### src/rtl/simd_add_pkg.sv
package simd_add_pkg;
  typedef enum logic [1:0] {
    LANE_B8  = 2'b00,
    LANE_B16 = 2'b01,
    LANE_B32 = 2'b10,
    LANE_B64 = 2'b11
  } lane_mode_e;

  localparam int unsigned SEG_W_DEF   = 8;
  localparam int unsigned NUM_SEG_DEF = 8;
endpackage

### src/rtl/simd_lane_map.sv
module simd_lane_map #(
  parameter int unsigned NUM_SEG = 8,
  localparam int unsigned IDX_W  = $clog2(NUM_SEG)
) (
  input  logic [1:0]                        lane_mode_i,
  output logic [NUM_SEG-1:0]                seg_first_o,
  output logic [NUM_SEG-1:0]                seg_last_o,
  output logic [NUM_SEG-1:0][IDX_W-1:0]     seg_top_o
);
  logic [IDX_W:0]   span_raw;
  logic [IDX_W-1:0] span_mask;

  always_comb begin
    span_raw = (IDX_W+1)'((1 << lane_mode_i) - 1);
    if (int'(span_raw) > NUM_SEG - 1) span_raw = (IDX_W+1)'(NUM_SEG - 1);
    span_mask = span_raw[IDX_W-1:0];
  end

  for (genvar k = 0; k < NUM_SEG; k++) begin : g_map
    localparam logic [IDX_W-1:0] KI = IDX_W'(k);
    assign seg_first_o[k] = (KI & span_mask) == '0;
    assign seg_last_o[k]  = (KI & span_mask) == span_mask;
    assign seg_top_o[k]   = KI | span_mask;
  end

  // lane count matches the selected size
  always_comb begin
    assert_lane_count_R1: assert ($countones(seg_last_o) == NUM_SEG / (int'(span_raw) + 1)
                                  && seg_first_o[0] && seg_last_o[NUM_SEG-1])
      else $error("lane map inconsistent");
  end
endmodule

### src/rtl/simd_seg_chain.sv
module simd_seg_chain #(
  parameter int unsigned NUM_SEG = 8,
  parameter int unsigned SEG_W   = 8,
  localparam int unsigned DATA_W = NUM_SEG * SEG_W
) (
  input  logic [DATA_W-1:0]  a_i,
  input  logic [DATA_W-1:0]  b_i,
  input  logic [NUM_SEG-1:0] seg_first_i,
  output logic [DATA_W-1:0]  sum_o,
  output logic [NUM_SEG-1:0] seg_cout_o,
  output logic [NUM_SEG-1:0] seg_sovf_o
);
  for (genvar k = 0; k < NUM_SEG; k++) begin : g_seg
    logic             cin;
    logic             cout;
    logic [SEG_W:0]   ext;
    logic [SEG_W-1:0] sa, sb, ss;

    assign sa = a_i[k*SEG_W +: SEG_W];
    assign sb = b_i[k*SEG_W +: SEG_W];

    // carry is cut at every lane start
    if (k == 0) begin : g_lsb
      assign cin = 1'b0;
    end else begin : g_mid
      assign cin = seg_first_i[k] ? 1'b0 : g_seg[k-1].cout;
    end

    assign ext  = {1'b0, sa} + {1'b0, sb} + {{SEG_W{1'b0}}, cin};
    assign ss   = ext[SEG_W-1:0];
    assign cout = ext[SEG_W];

    assign sum_o[k*SEG_W +: SEG_W] = ss;
    assign seg_cout_o[k] = cout;
    // signed overflow if this segment were the top of its lane
    assign seg_sovf_o[k] = (sa[SEG_W-1] == sb[SEG_W-1]) && (ss[SEG_W-1] != sa[SEG_W-1]);

    // a lane's low segment sees nothing from below
    always_comb begin
      if (seg_first_i[k]) begin
        assert_lane_isolated_R2: assert (sum_o[k*SEG_W +: SEG_W] == SEG_W'(sa + sb))
          else $error("carry leaked into lane start segment %0d", k);
      end
    end
  end
endmodule

### src/rtl/simd_sat_stage.sv
module simd_sat_stage #(
  parameter int unsigned NUM_SEG = 8,
  parameter int unsigned SEG_W   = 8,
  localparam int unsigned DATA_W = NUM_SEG * SEG_W,
  localparam int unsigned IDX_W  = $clog2(NUM_SEG)
) (
  input  logic [DATA_W-1:0]             a_i,
  input  logic [DATA_W-1:0]             sum_i,
  input  logic [NUM_SEG-1:0]            seg_cout_i,
  input  logic [NUM_SEG-1:0]            seg_sovf_i,
  input  logic [NUM_SEG-1:0][IDX_W-1:0] seg_top_i,
  input  logic                          signed_i,
  input  logic                          sat_en_i,
  output logic [DATA_W-1:0]             res_o
);
  localparam logic [SEG_W-1:0] ONES  = '1;
  localparam logic [SEG_W-1:0] ZEROS = '0;
  localparam logic [SEG_W-1:0] SMAX  = {1'b0, {(SEG_W-1){1'b1}}};
  localparam logic [SEG_W-1:0] SMIN  = {1'b1, {(SEG_W-1){1'b0}}};

  logic [NUM_SEG-1:0] a_msb;
  for (genvar j = 0; j < NUM_SEG; j++) begin : g_msb
    assign a_msb[j] = a_i[j*SEG_W + SEG_W - 1];
  end

  for (genvar k = 0; k < NUM_SEG; k++) begin : g_clamp
    logic [IDX_W-1:0] top;
    logic             is_top, lane_ovf, lane_neg;
    logic [SEG_W-1:0] clamp;

    assign top      = seg_top_i[k];
    assign is_top   = (top == IDX_W'(k));
    assign lane_neg = a_msb[top];
    assign lane_ovf = sat_en_i & (signed_i ? seg_sovf_i[top] : seg_cout_i[top]);

    always_comb begin
      if (!signed_i)     clamp = ONES;
      else if (lane_neg) clamp = is_top ? SMIN : ZEROS;
      else               clamp = is_top ? SMAX : ONES;
    end

    assign res_o[k*SEG_W +: SEG_W] = lane_ovf ? clamp : sum_i[k*SEG_W +: SEG_W];
  end
endmodule

### src/rtl/simd_sat_adder.sv
module simd_sat_adder
  import simd_add_pkg::*;
#(
  parameter int unsigned NUM_SEG = NUM_SEG_DEF,
  parameter int unsigned SEG_W   = SEG_W_DEF,
  localparam int unsigned DATA_W = NUM_SEG * SEG_W,
  localparam int unsigned IDX_W  = $clog2(NUM_SEG)
) (
  input  logic [DATA_W-1:0] a_i,
  input  logic [DATA_W-1:0] b_i,
  input  logic [1:0]        lane_mode_i,
  input  logic              signed_i,
  input  logic              sat_en_i,
  output logic [DATA_W-1:0] sum_o
);
  logic [NUM_SEG-1:0]            seg_first, seg_last;
  logic [NUM_SEG-1:0][IDX_W-1:0] seg_top;
  logic [DATA_W-1:0]             raw_sum;
  logic [NUM_SEG-1:0]            seg_cout, seg_sovf;

  simd_lane_map #(.NUM_SEG(NUM_SEG)) u_map (
    .lane_mode_i (lane_mode_i),
    .seg_first_o (seg_first),
    .seg_last_o  (seg_last),
    .seg_top_o   (seg_top)
  );

  simd_seg_chain #(.NUM_SEG(NUM_SEG), .SEG_W(SEG_W)) u_chain (
    .a_i         (a_i),
    .b_i         (b_i),
    .seg_first_i (seg_first),
    .sum_o       (raw_sum),
    .seg_cout_o  (seg_cout),
    .seg_sovf_o  (seg_sovf)
  );

  simd_sat_stage #(.NUM_SEG(NUM_SEG), .SEG_W(SEG_W)) u_sat (
    .a_i        (a_i),
    .sum_i      (raw_sum),
    .seg_cout_i (seg_cout),
    .seg_sovf_i (seg_sovf),
    .seg_top_i  (seg_top),
    .signed_i   (signed_i),
    .sat_en_i   (sat_en_i),
    .res_o      (sum_o)
  );

  always_comb begin
    // unpartitioned wrap equals a plain full-width add
    if (!sat_en_i && lane_mode_i == LANE_B64 && NUM_SEG == 8) begin
      assert_full_word_R8: assert (sum_o == DATA_W'(a_i + b_i))
        else $error("64-bit wrap mismatch");
    end
    for (int k = 0; k < NUM_SEG; k++) begin
      // unsigned saturation never falls below either operand
      if (sat_en_i && !signed_i && lane_mode_i == LANE_B8) begin
        assert_u_floor_R4: assert (sum_o[k*SEG_W +: SEG_W] >= a_i[k*SEG_W +: SEG_W]
                                   && sum_o[k*SEG_W +: SEG_W] >= b_i[k*SEG_W +: SEG_W])
          else $error("unsigned clamp below operand, seg %0d", k);
      end
      // like-signed operands never produce an opposite-signed lane
      if (sat_en_i && signed_i && seg_last[k]
          && a_i[k*SEG_W + SEG_W - 1] == b_i[k*SEG_W + SEG_W - 1]) begin
        assert_sign_kept_R5_R6: assert (sum_o[k*SEG_W + SEG_W - 1] == a_i[k*SEG_W + SEG_W - 1])
          else $error("signed clamp flipped sign, seg %0d", k);
      end
    end
  end
endmodule

### config.mk
export PLATFORM = sky130hd
export DESIGN_NAME = simd_sat_adder
export DESIGN_NICKNAME = d
export VERILOG_FILES = /design/src/rtl/simd_add_pkg.sv /design/src/rtl/simd_lane_map.sv /design/src/rtl/simd_seg_chain.sv /design/src/rtl/simd_sat_stage.sv /design/src/rtl/simd_sat_adder.sv
export SDC_FILE = /design/constraint.sdc
export NUM_CORES = 1
export LEC_CHECK = 0
export BUFFER_PORTS_ARGS = -buffer_cell sky130_fd_sc_hd__clkbuf_2
export CAP_MARGIN = 0
export CORE_ASPECT_RATIO = 0.9
export CORE_MARGIN = 2
export CORE_UTILIZATION = 35
export DETAILED_ROUTE_END_ITERATION = 12
export SYNTH_ARGS = -nofsm -noshare
export SYNTH_HDL_FRONTEND = slang
export SYNTH_SLANG_ARGS = --single-unit
### constraint.sdc
create_clock -name vclk -period 25.5
set_input_delay 1.275 -clock vclk [all_inputs]
set_output_delay 1.275 -clock vclk [all_outputs]
set_load 0.1 [all_outputs]
**Word level (Yosys, flattened, before mapping)**

Index checks and enable logic that the tools add are counted.

- Register bits after elaboration: 0
- Bits of input ports: 132
- Output and inout port bits: 64
- Word-level logic and storage cells: 163

- Add/sub/neg operators: 16
- $lt $le $gt $ge: 8
- Equal/unequal tests: 16
- Shift-type cells: 1
- Multiplexer cells: 96
- Bitwise operators: 8
- Reductions and logical operators: 18

Operators with widths:

| operator | number |
|---|---|
| $mux W8 | 38 |
| $add A8 B8 Y9 | 8 |
| $add A9 B1 Y9 | 7 |
| $mux W1 | 45 |
| $lt A3 B4 Y1 const B | 7 |
| $logic_not A3 Y1 | 7 |
| $bmux W1 S2 | 9 |
| $bmux W1 S3 | 3 |
| $and A1 B1 Y1 | 8 |
| $eq A1 B1 Y1 | 8 |
| $logic_and A1 B1 Y1 | 8 |
| $ne A1 B1 Y1 | 8 |
| $logic_not A2 Y1 | 3 |
| $gt A4 B3 Y1 const B | 1 |
| $shl A1 B2 Y4 const A | 1 |
| $sub A4 B2 Y4 const B | 1 |
| $mux W3 | 1 |

**Depth between registers and ports, before layout**

Gate-level depths: netlist of the first run.

- Word-level depth: 26
- Depth in mapped cells: 56
- Depth with buffers taken out: 55

**By module**

Synthesis of the first run repeated with hierarchy kept, for this count alone.

- Cell total of the unflattened synthesis: 701
- Area, all modules: 5639.2 um^2

Modules (own cells, without submodules):

| module | times used | cells an instance | area each (um^2) | seq. area each (um^2) |
|---|---|---|---|---|
| simd_seg_chain | 1 | 365 | 2795.2 | 0.0 |
| simd_sat_stage | 1 | 295 | 2561.2 | 0.0 |
| simd_lane_map | 1 | 41 | 282.8 | 0.0 |

**Least setup slack after synthesis of the first run**

Ideal clock, no wire load.

- Path kind: input-to-output
- From: input port a_i[0]
- To: output port sum_o[32]
- Arrival time: 15.496 ns
- Data required time: 24.225 ns
- Path slack: 8.729 ns
- Stages on the path: 54
- Path buffers: 0
- Cell sequence: ha_1 -> fa_1 -> a21oi_1 -> o22ai_1 -> nor4_1 -> nor3_1 -> fa_1 -> fa_1 -> a21oi_1 -> o22ai_1 -> o41ai_1 -> nor2_1 -> fa_1 -> fa_1 -> a211oi_1 -> o21ai_1 -> a21o_1 -> a21oi_1 -> [... 18 more ...] -> a21oi_1 -> o41ai_1 -> nor2_1 -> fa_1 -> fa_1 -> a21o_1 -> a21oi_1 -> a2bb2oi_1 -> a21oi_1 -> nand2_1 -> fa_1 -> nor2b_1 -> o31a_1 -> o32a_1 -> xnor2_2 -> o21ai_1 -> a41oi_2 -> mux2i_1

- Word-level cells in the longest chain between the ends: 22
- Elaborated cells on any way between the ends: 30

RTL lines:

| element | line | text |
|---|---|---|
| from (decl) | simd_sat_adder.sv:9 | `input logic [DATA_W-1:0] a_i,` |
| $add A8 B8 Y9 (*) | simd_seg_chain.sv:29 | `assign ext = {1'b0, sa} + {1'b0, sb} + {{SEG_W{1'b0}}, cin};` |
| $mux W1 (*) | simd_seg_chain.sv:26 | `assign cin = seg_first_i[k] ? 1'b0 : g_seg[k-1].cout;` |
| $add A9 B1 Y9 (*) | simd_seg_chain.sv:29 |  |
| $mux W1 (*) | simd_seg_chain.sv:26 |  |
| $add A9 B1 Y9 (*) | simd_seg_chain.sv:29 |  |
| $mux W1 (*) | simd_seg_chain.sv:26 |  |
| $add A9 B1 Y9 (*) | simd_seg_chain.sv:29 |  |
| $mux W1 (*) | simd_seg_chain.sv:26 |  |
| [... 6 more ...] | -- |  |
| $add A9 B1 Y9 | simd_seg_chain.sv:29 |  |
| $ne A1 B1 Y1 | simd_seg_chain.sv:36 | `assign seg_sovf_o[k] = (sa[SEG_W-1] == sb[SEG_W-1]) && (ss[SEG_W-1] != sa[SEG_W-1]);` |
| $logic_and A1 B1 Y1 | simd_seg_chain.sv:36 |  |
| $bmux W1 S2 | simd_sat_stage.sv:34 | `assign lane_ovf = sat_en_i & (signed_i ? seg_sovf_i[top] : seg_cout_i[top]);` |
| $mux W1 (implied by the code) | simd_sat_stage.sv:34 |  |
| $mux W1 | simd_sat_stage.sv:34 |  |
| $and A1 B1 Y1 | simd_sat_stage.sv:34 |  |
| $mux W8 (*) | simd_sat_stage.sv:42 | `assign res_o[k*SEG_W +: SEG_W] = lane_ovf ? clamp : sum_i[k*SEG_W +: SEG_W];` |
| to (decl) | simd_sat_adder.sv:14 | `output logic [DATA_W-1:0] sum_o` |

Every way passes the cells marked *; elsewhere a longest branch is shown, timed or not. The select of a mux whose other input is x is not followed.

**Worst setup path after layout of the first run**

- From: input port a_i[0]
- To: output port sum_o[7]

- Word-level cells in the longest chain between the ends: 22
- Elaborated cells on any way between the ends: 38

RTL lines:

| element | line |
|---|---|
| $add A8 B8 Y9 (*) | simd_seg_chain.sv:29 |
| $mux W1 | simd_seg_chain.sv:26 |
| $add A9 B1 Y9 | simd_seg_chain.sv:29 |
| $mux W1 | simd_seg_chain.sv:26 |
| $add A9 B1 Y9 | simd_seg_chain.sv:29 |
| $mux W1 | simd_seg_chain.sv:26 |
| $add A9 B1 Y9 | simd_seg_chain.sv:29 |
| $mux W1 | simd_seg_chain.sv:26 |
| [... 6 more ...] | -- |
| $add A9 B1 Y9 | simd_seg_chain.sv:29 |
| $ne A1 B1 Y1 | simd_seg_chain.sv:36 |
| $logic_and A1 B1 Y1 | simd_seg_chain.sv:36 |
| $bmux W1 S3 | simd_sat_stage.sv:34 |
| $mux W1 (implied by the code) | simd_sat_stage.sv:34 |
| $mux W1 | simd_sat_stage.sv:34 |
| $and A1 B1 Y1 | simd_sat_stage.sv:34 |
| $mux W8 (*) | simd_sat_stage.sv:42 |

Marks and branches as above.

==> results.sh, run 1 <==
export IMPL_outcome="completed"
export IMPL_yosys_mux_area_fraction_pct=16.6
export IMPL_postCtsHoldBufs=0
export IMPL_fin_crit_sh_pct=71.4
export IMPL_critPathBufInv=2
export IMPL_fp_dieW_um=117
export IMPL_cap_violations=0
export IMPL_place_hpwl_um=10700
export IMPL_grt_max_degree=32
export IMPL_p_leak_nw=2.60
export IMPL_core_um2=11300
export IMPL_wirelength_um=12300
export IMPL_cts_setup_buffers=0
export IMPL_yosys_area_share_simple_pct=16.2
export IMPL_peakVddDrop_mv=0.0458
export IMPL_dr_pass1_iters=5
export IMPL_critPathTopFamily="compound AO/OA/AOI/OAI gates"
export IMPL_diodes=0
export IMPL_crit_top_cell="fa_1"
export IMPL_grt_pass1_vias=4354
export IMPL_ios=196
export IMPL_ys_seq_area_share_pct=0
export IMPL_critical_path_required_ns=24.23
export IMPL_yosysWarnings=0
export IMPL_tightestPinTransition_ns=0.772
export IMPL_max_freq_ghz=0.0549
export IMPL_seqCellArea_um2=0
export IMPL_place_area_um2=5150
export IMPL_cp_max_fo=8
export IMPL_drv_slew=0
export IMPL_start_util_pct=35.5
export IMPL_grt_setup_unrepaired="false"
export IMPL_antenna_found_initial=0
export IMPL_cpPeakStageDelay_ns=0.55
export IMPL_synth_area_um2=4030
export IMPL_post_route_cells_drive_above_1_share_pct=34.0
export IMPL_synth_nets=704
export IMPL_synth_top_family_by_area="compound AO/OA/AOI/OAI gates"
export IMPL_synthAdderAreaFrac_pct=25.2
export IMPL_syn_mean_instance_area_um2=8.06
export IMPL_grt_overflow_total=0
export IMPL_fin_tns_setup_ns=0
export IMPL_via_per_inst=5.33
export IMPL_crit_type="in2out"
export IMPL_cp_arrival_ns=16.93
export IMPL_die_area_um2=12400
export IMPL_synthTopCellsByArea="ha_1 18%, fa_1 7.5%, mux2_1 6.7%, xnor2_1 6.1%, a21oi_1 5.5%"
export IMPL_synth_top_area_share_pct=17.7
export IMPL_hold_path_class="in2out"
export IMPL_syn2layout_area_growth_pct=27.9
export IMPL_hold_viol=0
export IMPL_cpMaxStageDelayCell="o41ai_1"
export IMPL_fill_cells=1152
export IMPL_ant_nets=0
export IMPL_grt_pass1_wl_um=19800
export IMPL_drc=0
export IMPL_power_density_nw_per_um2=63.3
export IMPL_nets=889
export IMPL_startpoint_type="primary input"
export IMPL_critPathCaptureType="primary output"
export IMPL_max_slew_margin_rel_pct=48.0
export IMPL_cts_repair_resized=0
export IMPL_synth_xor_area_share_pct=10.4
export IMPL_die_y_um=106
export IMPL_gp_congestion=0.842
export IMPL_drtIter0Drc=230
export IMPL_design_area_um2=5150
export IMPL_row_count=37
export IMPL_setup_violations=0
export IMPL_finalCriticalPeriod_ns=18.20
export IMPL_seq_cells=0
export IMPL_wire_per_inst_um=14.7
export IMPL_vias=4472
export IMPL_syn_inst=500
export IMPL_portBuffers=196
export IMPL_yosysTopAreaCell="ha_1"
export IMPL_grt_total_usage_pct=18.9
export IMPL_synth_cell_type_count=69
export IMPL_clockBufferCount=0
export IMPL_synth_compound_gate_area_share_pct=28.2
path summary, 6_finish.rpt:
check                 startpoint  cells after the start         to
worst max-delay path      a_i[0]                     57   sum_o[7]
worst min-delay path     b_i[56]                      5  sum_o[56]
kinds of logic after synthesis:
family | Yosys count
muxes | 59
AOI/OAI and AO/OA | 156
buffers and inverters | 34
and+or+nand+nor | 132
adders and majority gates | 72
xor gates and xnor gates | 47
power breakdown:
part	switching [mW]	internal, mW	leakage (nW)
logic	0.251	0.0750	2.60
registers	0	0	0
clock network	0	0	0
per-stage QoR:
| stage | instances | hold slack [ns] | power [mW] | utilization (%) | worst slack, ns |
|---|---|---|---|---|---|
| after CTS | 839 | 3.28 | 0.327 | 45.4 | 7.27 |
| after detailed placement | 839 | 3.29 | 0.326 | 45.4 | 7.38 |
| final | 839 | 3.28 | 0.326 | 45.4 | 7.30 |
| after global placement | 839 | 3.28 | 0.324 | 45.4 | 7.80 |
| after floorplan | 500 | 2.97 | 0.273 | - | 8.73 |
| after global routing | 839 | 3.30 | 0.342 | 45.4 | 6.02 |
layout by cell type (no fill, tap or decap), types with 4 or more instances in the layout:
master / n
o21a_1: 8
nand3_1: 11
xor2_1: 18
mux2i_1: 17
o21ai_0: 21
o22ai_1: 5
o31a_1: 5
or3_1: 7
and3_1: 4
mux2_2: 11
a21oi_1: 44
ha_1: 57
mux2_4: 7
or2_2: 4
a21o_1: 14
a211oi_1: 8
nand2_1: 24
nor2b_1: 7
mux2_1: 24
xnor2_1: 28
o21ai_1: 5
nor3_1: 8
nor2_1: 46
inv_1: 20
nand2b_1: 7
clkbuf_2: 196
o41ai_1: 4
fa_1: 15
routing by layer:
metal	part of all wire (%)	routed length (µm)	global-route usage (%)	vias up
li1	-	-	-	2252
met2	48	5960	33.7	132
met5	0	0	0	-
met1	45	5600	25.3	2076
met4	1.2	144	2.10	0
met3	5.0	612	1.50	12
synth_stat cells (all sizes together), types with 7 or more instances:
cell,n
o21ai,26
inv,20
a21o,15
nor2,46
mux2,42
nand3,11
nand2b,7
o21a,8
a211oi,9
fa,15
nor3,8
nor2b,7
xnor2,29
nand2,24
xor2,18
a21oi,45
mux2i,17
ha,57
or3,7
clkbuf,10
final cells by class:
cell class	instances	area (µm²)	area share, %
timing repair buffer	197	988	19.2
tap	156	195	3.79
inverter	20	75.1	1.46
multi-input combinational	466	3890	75.6
(Power assumes the default switching activity.)
==> run 2, diff against run 1 <==
--- a/config.mk
+++ b/config.mk
@@ -5,12 +5,14 @@
 export SDC_FILE = /design/constraint.sdc
 export NUM_CORES = 1
 export LEC_CHECK = 0
+export ABC_AREA = 1
 export BUFFER_PORTS_ARGS = -buffer_cell sky130_fd_sc_hd__clkbuf_2
 export CAP_MARGIN = 0
 export CORE_ASPECT_RATIO = 0.9
 export CORE_MARGIN = 2
 export CORE_UTILIZATION = 35
 export DETAILED_ROUTE_END_ITERATION = 12
+export PLACE_DENSITY = 0.67
 export SYNTH_ARGS = -nofsm -noshare
 export SYNTH_HDL_FRONTEND = slang
 export SYNTH_SLANG_ARGS = --single-unit
==> constraint.sdc (replaced) <==
create_clock -name vclk -period 16.08
set_input_delay 0.804 -clock vclk [all_inputs]
set_output_delay 0.804 -clock vclk [all_outputs]
set_load 0.1 [all_outputs]
==> run 2 against run 1 <==
Effect of this change: non-clock buffer count unchanged; sequential share of layout area unchanged; synthesized cell count increased by 27%; cell area decreased by 3.8%; synthesized area decreased by 4.8%; clock-buffer cell count unchanged; hold slack got worse by 0.98 ns; first-iteration DRC count decreased by 4.3%; setup slack got worse by 3.6 ns; via count increased by 6.9%.
==> results.sh, run 2 <==
export IMPL_outcome="completed"
export IMPL_fp_dieW_um=114
export IMPL_place_area_um2=4950
export IMPL_cap_violations=0
export IMPL_ant_nets=0
export IMPL_finalCriticalPeriod_ns=12.38
export IMPL_layout_common_cells="214 x nand2_1, 196 x clkbuf_2, 60 x inv_1"
export IMPL_p_leak_nw=3.01
export IMPL_cp_arrival_ns=11.58
export IMPL_crit_type="in2out"
export IMPL_cts_repair_resized=0
export IMPL_power_density_nw_per_um2=98.8
export IMPL_post_route_cells_drive_above_1_share_pct=28.0
export IMPL_p_int_mw=0.0968
export IMPL_grt_overflow_total=0
export IMPL_synthTopCellsByCount="214 x nand2_1, 60 x inv_1, 57 x ha_1"
export IMPL_cpMaxStageDelayCell="fa_1"
export IMPL_diodes=0
export IMPL_ios=196
export IMPL_fill_cells=1191
export IMPL_nets=1034
export IMPL_syn2layout_area_growth_pct=29.2
export IMPL_portBuffers=196
export IMPL_cpPeakStageDelay_ns=0.43
export IMPL_totalPowerFinal_mw=0.490
export IMPL_p_clk_share_pct=0
export IMPL_ys_seq_area_share_pct=0
export IMPL_tightestPinTransition_ns=0.574
export IMPL_multiInputGateArea_um2=3560
export IMPL_yosysWarnings=0
export IMPL_place_hpwl_um=10200
export IMPL_yosysTopAreaCell="nand2_1"
export IMPL_p_seq_share_pct=0
export IMPL_design_area_um2=4950
export IMPL_die_y_um=103
export IMPL_cts_setup_buffers=0
export IMPL_critPathLaunch="a_i[0]"
export IMPL_synth_nets=841
export IMPL_syn_inst=637
export IMPL_cp_max_fo=10
export IMPL_grt_max_degree=15
export IMPL_core_um2=10800
export IMPL_synth_most_common_cell="nand2_1"
export IMPL_holdCritStartpoint="sat_en_i"
export IMPL_die_area_um2=11800
export IMPL_critPathCaptureType="primary output"
export IMPL_fin_tns_setup_ns=0
export IMPL_grt_pass1_vias=4294
export IMPL_grt_total_usage_pct=18.6
export IMPL_startpoint_type="primary input"
export IMPL_max_freq_ghz=0.0808
export IMPL_max_slew_margin_rel_pct=61.6
export IMPL_synthTopCellsByArea="nand2_1 21%, ha_1 19%, xor2_1 8.0%, fa_1 7.8%, a21oi_1 6.7%"
export IMPL_hold_slack_ns=2.31
export IMPL_seq_cells=0
export IMPL_grt_setup_unrepaired="false"
export IMPL_drc=0
export IMPL_postCtsHoldBufs=0
export IMPL_vias=4782
export IMPL_drv_slew=0
export IMPL_peakVddDrop_mv=0.0723
export IMPL_critical_path_required_ns=15.28
export IMPL_mostFrequentLayoutCell="nand2_1"
export IMPL_p_switching_mw=0.393
export IMPL_row_count=36
export IMPL_dr_pass1_iters=4
export IMPL_wire_per_inst_um=12.2
export IMPL_grt_pass1_wl_um=18700
export IMPL_synth_area_um2=3830
export IMPL_synth_top_area_share_pct=21.0
export IMPL_setup_violations=0
export IMPL_combinationalPowerShare_pct=100.0
export IMPL_synth_cell_type_count=38
export IMPL_seqCellArea_um2=0
export IMPL_fin_crit_sh_pct=77.0
export IMPL_hold_path_class="in2out"
export IMPL_clockBufferCount=0
export IMPL_start_util_pct=35.6
export IMPL_wirelength_um=11700
export IMPL_syn_mean_instance_area_um2=6.02
export IMPL_via_per_inst=4.98
export IMPL_crit_top_cell="fa_1"
export IMPL_hold_viol=0
export IMPL_drtIter0Drc=220
export IMPL_gp_congestion=0.873
export IMPL_antenna_found_initial=0
export IMPL_switching_share_pct=80.2
[run 2: area by class of cell]
class              count  share of cell area (%)
well taps            133                    3.36
multi-input cells    567                    71.8
inverters             64                    4.85
repair buffers       197                    20.0
[run 2: path summary, 6_finish.rpt]
kind	cells past startpoint	to	slack [ns]
max	57	sum_o[28]	3.70
min	4	sum_o[15]	2.31
[run 2: kinds of logic after synthesis]
kind of cell / count (synthesis) / synth area share (%)
buffers and inverters: 70 / 7.18
XOR/XNOR: 44 / 10.1
AND/OR/NAND/NOR: 331 / 38.3
AO/OA/AOI/OAI: 120 / 18.0
adder cells (fa/ha/maj): 72 / 26.4
[run 2: per-stage QoR]
stage                     setup WS (ns)  utilization, %  instances
after floorplan                    3.36               -        637
after global placement             3.91            46.0        961
after detailed placement           3.65            46.0        961
after CTS                          3.64            46.0        961
after global routing               2.83            46.0        961
final                              3.70            46.0        961
[run 2: metal layers]
layer	up-vias	part of all wire, %	global-route usage (%)
met4	0	0.31	1.69
met2	140	48	34.4
met5	-	0	0
li1	2526	-	-
met1	2112	47	24.9
met3	4	5.5	1.22
[run 2: worst max-delay path, delay by kind of cell]
| family | cells | cell delay [ns] |
|---|---|---|
| AOI/OAI and AO/OA | 10 | 1.06 |
| adders and majority gates | 16 | 6.03 |
| buffers and inverters | 3 | 0.50 |
| and+or+nand+nor | 28 | 3.15 |
[run 2: power groups by stage]
stage	Clock [mW]	Sequential (mW)	Combinational [mW]
global placement	0	0	0.489
detailed placement	0	0	0.489
finish	0	0	0.490
global route	0	0	0.521
floorplan	0	0	0.408
CTS	0	0	0.491
==> run 3, diff against run 2 <==
--- a/config.mk
+++ b/config.mk
@@ -12,7 +12,6 @@
 export CORE_MARGIN = 2
 export CORE_UTILIZATION = 35
 export DETAILED_ROUTE_END_ITERATION = 12
-export PLACE_DENSITY = 0.67
 export SYNTH_ARGS = -nofsm -noshare
 export SYNTH_HDL_FRONTEND = slang
 export SYNTH_SLANG_ARGS = --single-unit
==> constraint.sdc (replaced) <==
create_clock -name vclk -period 12.1
set_input_delay 0.605 -clock vclk [all_inputs]
set_output_delay 0.605 -clock vclk [all_outputs]
set_load 0.1 [all_outputs]
==> run 3 against run 2 <==
Effect of this change: hold slack got worse by 0.57 ns; via count increased by 3.1%; routed wire length is 10% higher; die area did not move; setup slack got worse by 2.9 ns; final cell count is 0.83% higher; global-route usage increased by 2.2 points; first-iteration DRC count rose by 2.7%; clock-buffer cell count is the same; combinational power rose by 72%; cell area grew 22%; critical endpoint is now sum_o[7]; largest power group unchanged.
==> results.sh, run 3 (same netlist as run 2, synthesis figures left out) <==
export IMPL_row_count=36
export IMPL_drv_slew=0
export IMPL_wire_per_inst_um=13.3
export IMPL_critPathCaptureType="primary output"
export IMPL_antenna_found_initial=0
export IMPL_seqCellArea_um2=0
export IMPL_setup_violations=0
export IMPL_syn2layout_area_growth_pct=57.4
export IMPL_cpMaxStageDelayCell="fa_1"
export IMPL_post_route_cells_drive_above_1_share_pct=31.0
export IMPL_portBuffers=196
export IMPL_ios=196
export IMPL_p_leak_nw=3.38
export IMPL_grt_overflow_total=0
export IMPL_cpPeakStageDelay_ns=0.41
export IMPL_wirelength_um=12900
export IMPL_grt_total_usage_pct=20.8
export IMPL_place_hpwl_um=11000
export IMPL_dp_cells=961
export IMPL_fill_cells=1047
export IMPL_drtIter0Drc=226
export IMPL_critical_path_required_ns=11.49
export IMPL_die_y_um=103
export IMPL_power_density_nw_per_um2=140
export IMPL_crit_type="in2out"
export IMPL_max_slew_margin_rel_pct=62.4
export IMPL_hold_viol=0
export IMPL_start_util_pct=35.6
export IMPL_max_freq_ghz=0.0883
export IMPL_seq_cells=0
export IMPL_dr_pass1_iters=5
export IMPL_nets=1042
export IMPL_fp_dieW_um=114
export IMPL_grt_pass1_vias=4814
export IMPL_crit_top_cell="nand2_1"
export IMPL_hold_path_class="in2out"
export IMPL_core_um2=10800
export IMPL_ant_nets=0
export IMPL_fin_crit_sh_pct=93.6
export IMPL_peakVddDrop_mv=0.0911
export IMPL_vias=4928
export IMPL_diodes=0
export IMPL_via_per_inst=5.09
export IMPL_drc=0
export IMPL_grt_setup_unrepaired="false"
export IMPL_die_area_um2=11800
export IMPL_gp_congestion=0.916
export IMPL_finalCriticalPeriod_ns=11.33
export IMPL_cp_max_fo=8
export IMPL_grt_max_degree=15
export IMPL_clockBufferCount=0
export IMPL_cp_arrival_ns=10.73
export IMPL_startpoint_type="primary input"
export IMPL_outcome="completed"
export IMPL_tightestPinTransition_ns=0.562
export IMPL_fin_cells=969
export IMPL_grt_pass1_wl_um=21000
export IMPL_multiInputGateArea_um2=3630
export IMPL_layout_common_cells="211 x nand2_1, 132 x clkbuf_2, 64 x buf_12"
export IMPL_postCtsHoldBufs=0
export IMPL_totalPowerFinal_mw=0.843
export IMPL_cap_violations=0
export IMPL_mostFrequentLayoutCell="nand2_1"
-- run 3: repair_timing --
item | 4_1_cts | 5_1_grt
gates resized for setup | 0 | 20
setup endpoints to repair | 0 | 64
setup buffers | 0 | 7
-- run 3: where the power goes --
part | internal [mW] | switching (mW) | total (mW)
clock | 0 | 0 | 0
sequential | 0 | 0 | 0
combinational | 0.285 | 0.558 | 0.843
total | 0.285 | 0.558 | 0.843
-- run 3: critical path, delay by kind of cell --
family	cells	cell delay, ns
buffers and inverters	4	0.37
adders and majority gates	16	5.66
and+or+nand+nor	29	3.00
AOI/OAI and AO/OA	10	1.07
-- run 3: layout make-up --
class                           instances  share of cell area, %
Multi-Input combinational cell        568                   60.1
Timing Repair Buffer                  204                   33.2
Inverter                               64                   3.98
Tap cell                              133                   2.76
-- run 3: stage by stage --
step                setup WS, ns  util (%)  instance area (µm²)  setup TNS, ns  hold WS (ns)
detailed placement        0.0918      54.9                 5910              0          1.73
global route              0.0293      56.1                 6030              0          1.75
finish                     0.770      56.1                 6030              0          1.73
floorplan                 -0.192         -                 3830          -1.50          1.70
CTS                       0.0900      54.9                 5910              0          1.73
global placement           0.453      54.9                 5910              0          1.72
-- run 3: path summary, 6_finish.rpt --
kind	start	endpoint	cells after the start
setup / recovery	a_i[0]	sum_o[7]	59
hold / removal	b_i[0]	sum_o[0]	5
-- run 3: metal layers --
metal / up-vias / part of all wire [%] / track usage [%]
met2: 174 / 50 / 39.0
li1: 2551 / - / -
met1: 2195 / 43 / 26.5
met3: 8 / 6.1 / 2.04
met5: - / 0 / 0
met4: 0 / 0.71 / 3.47
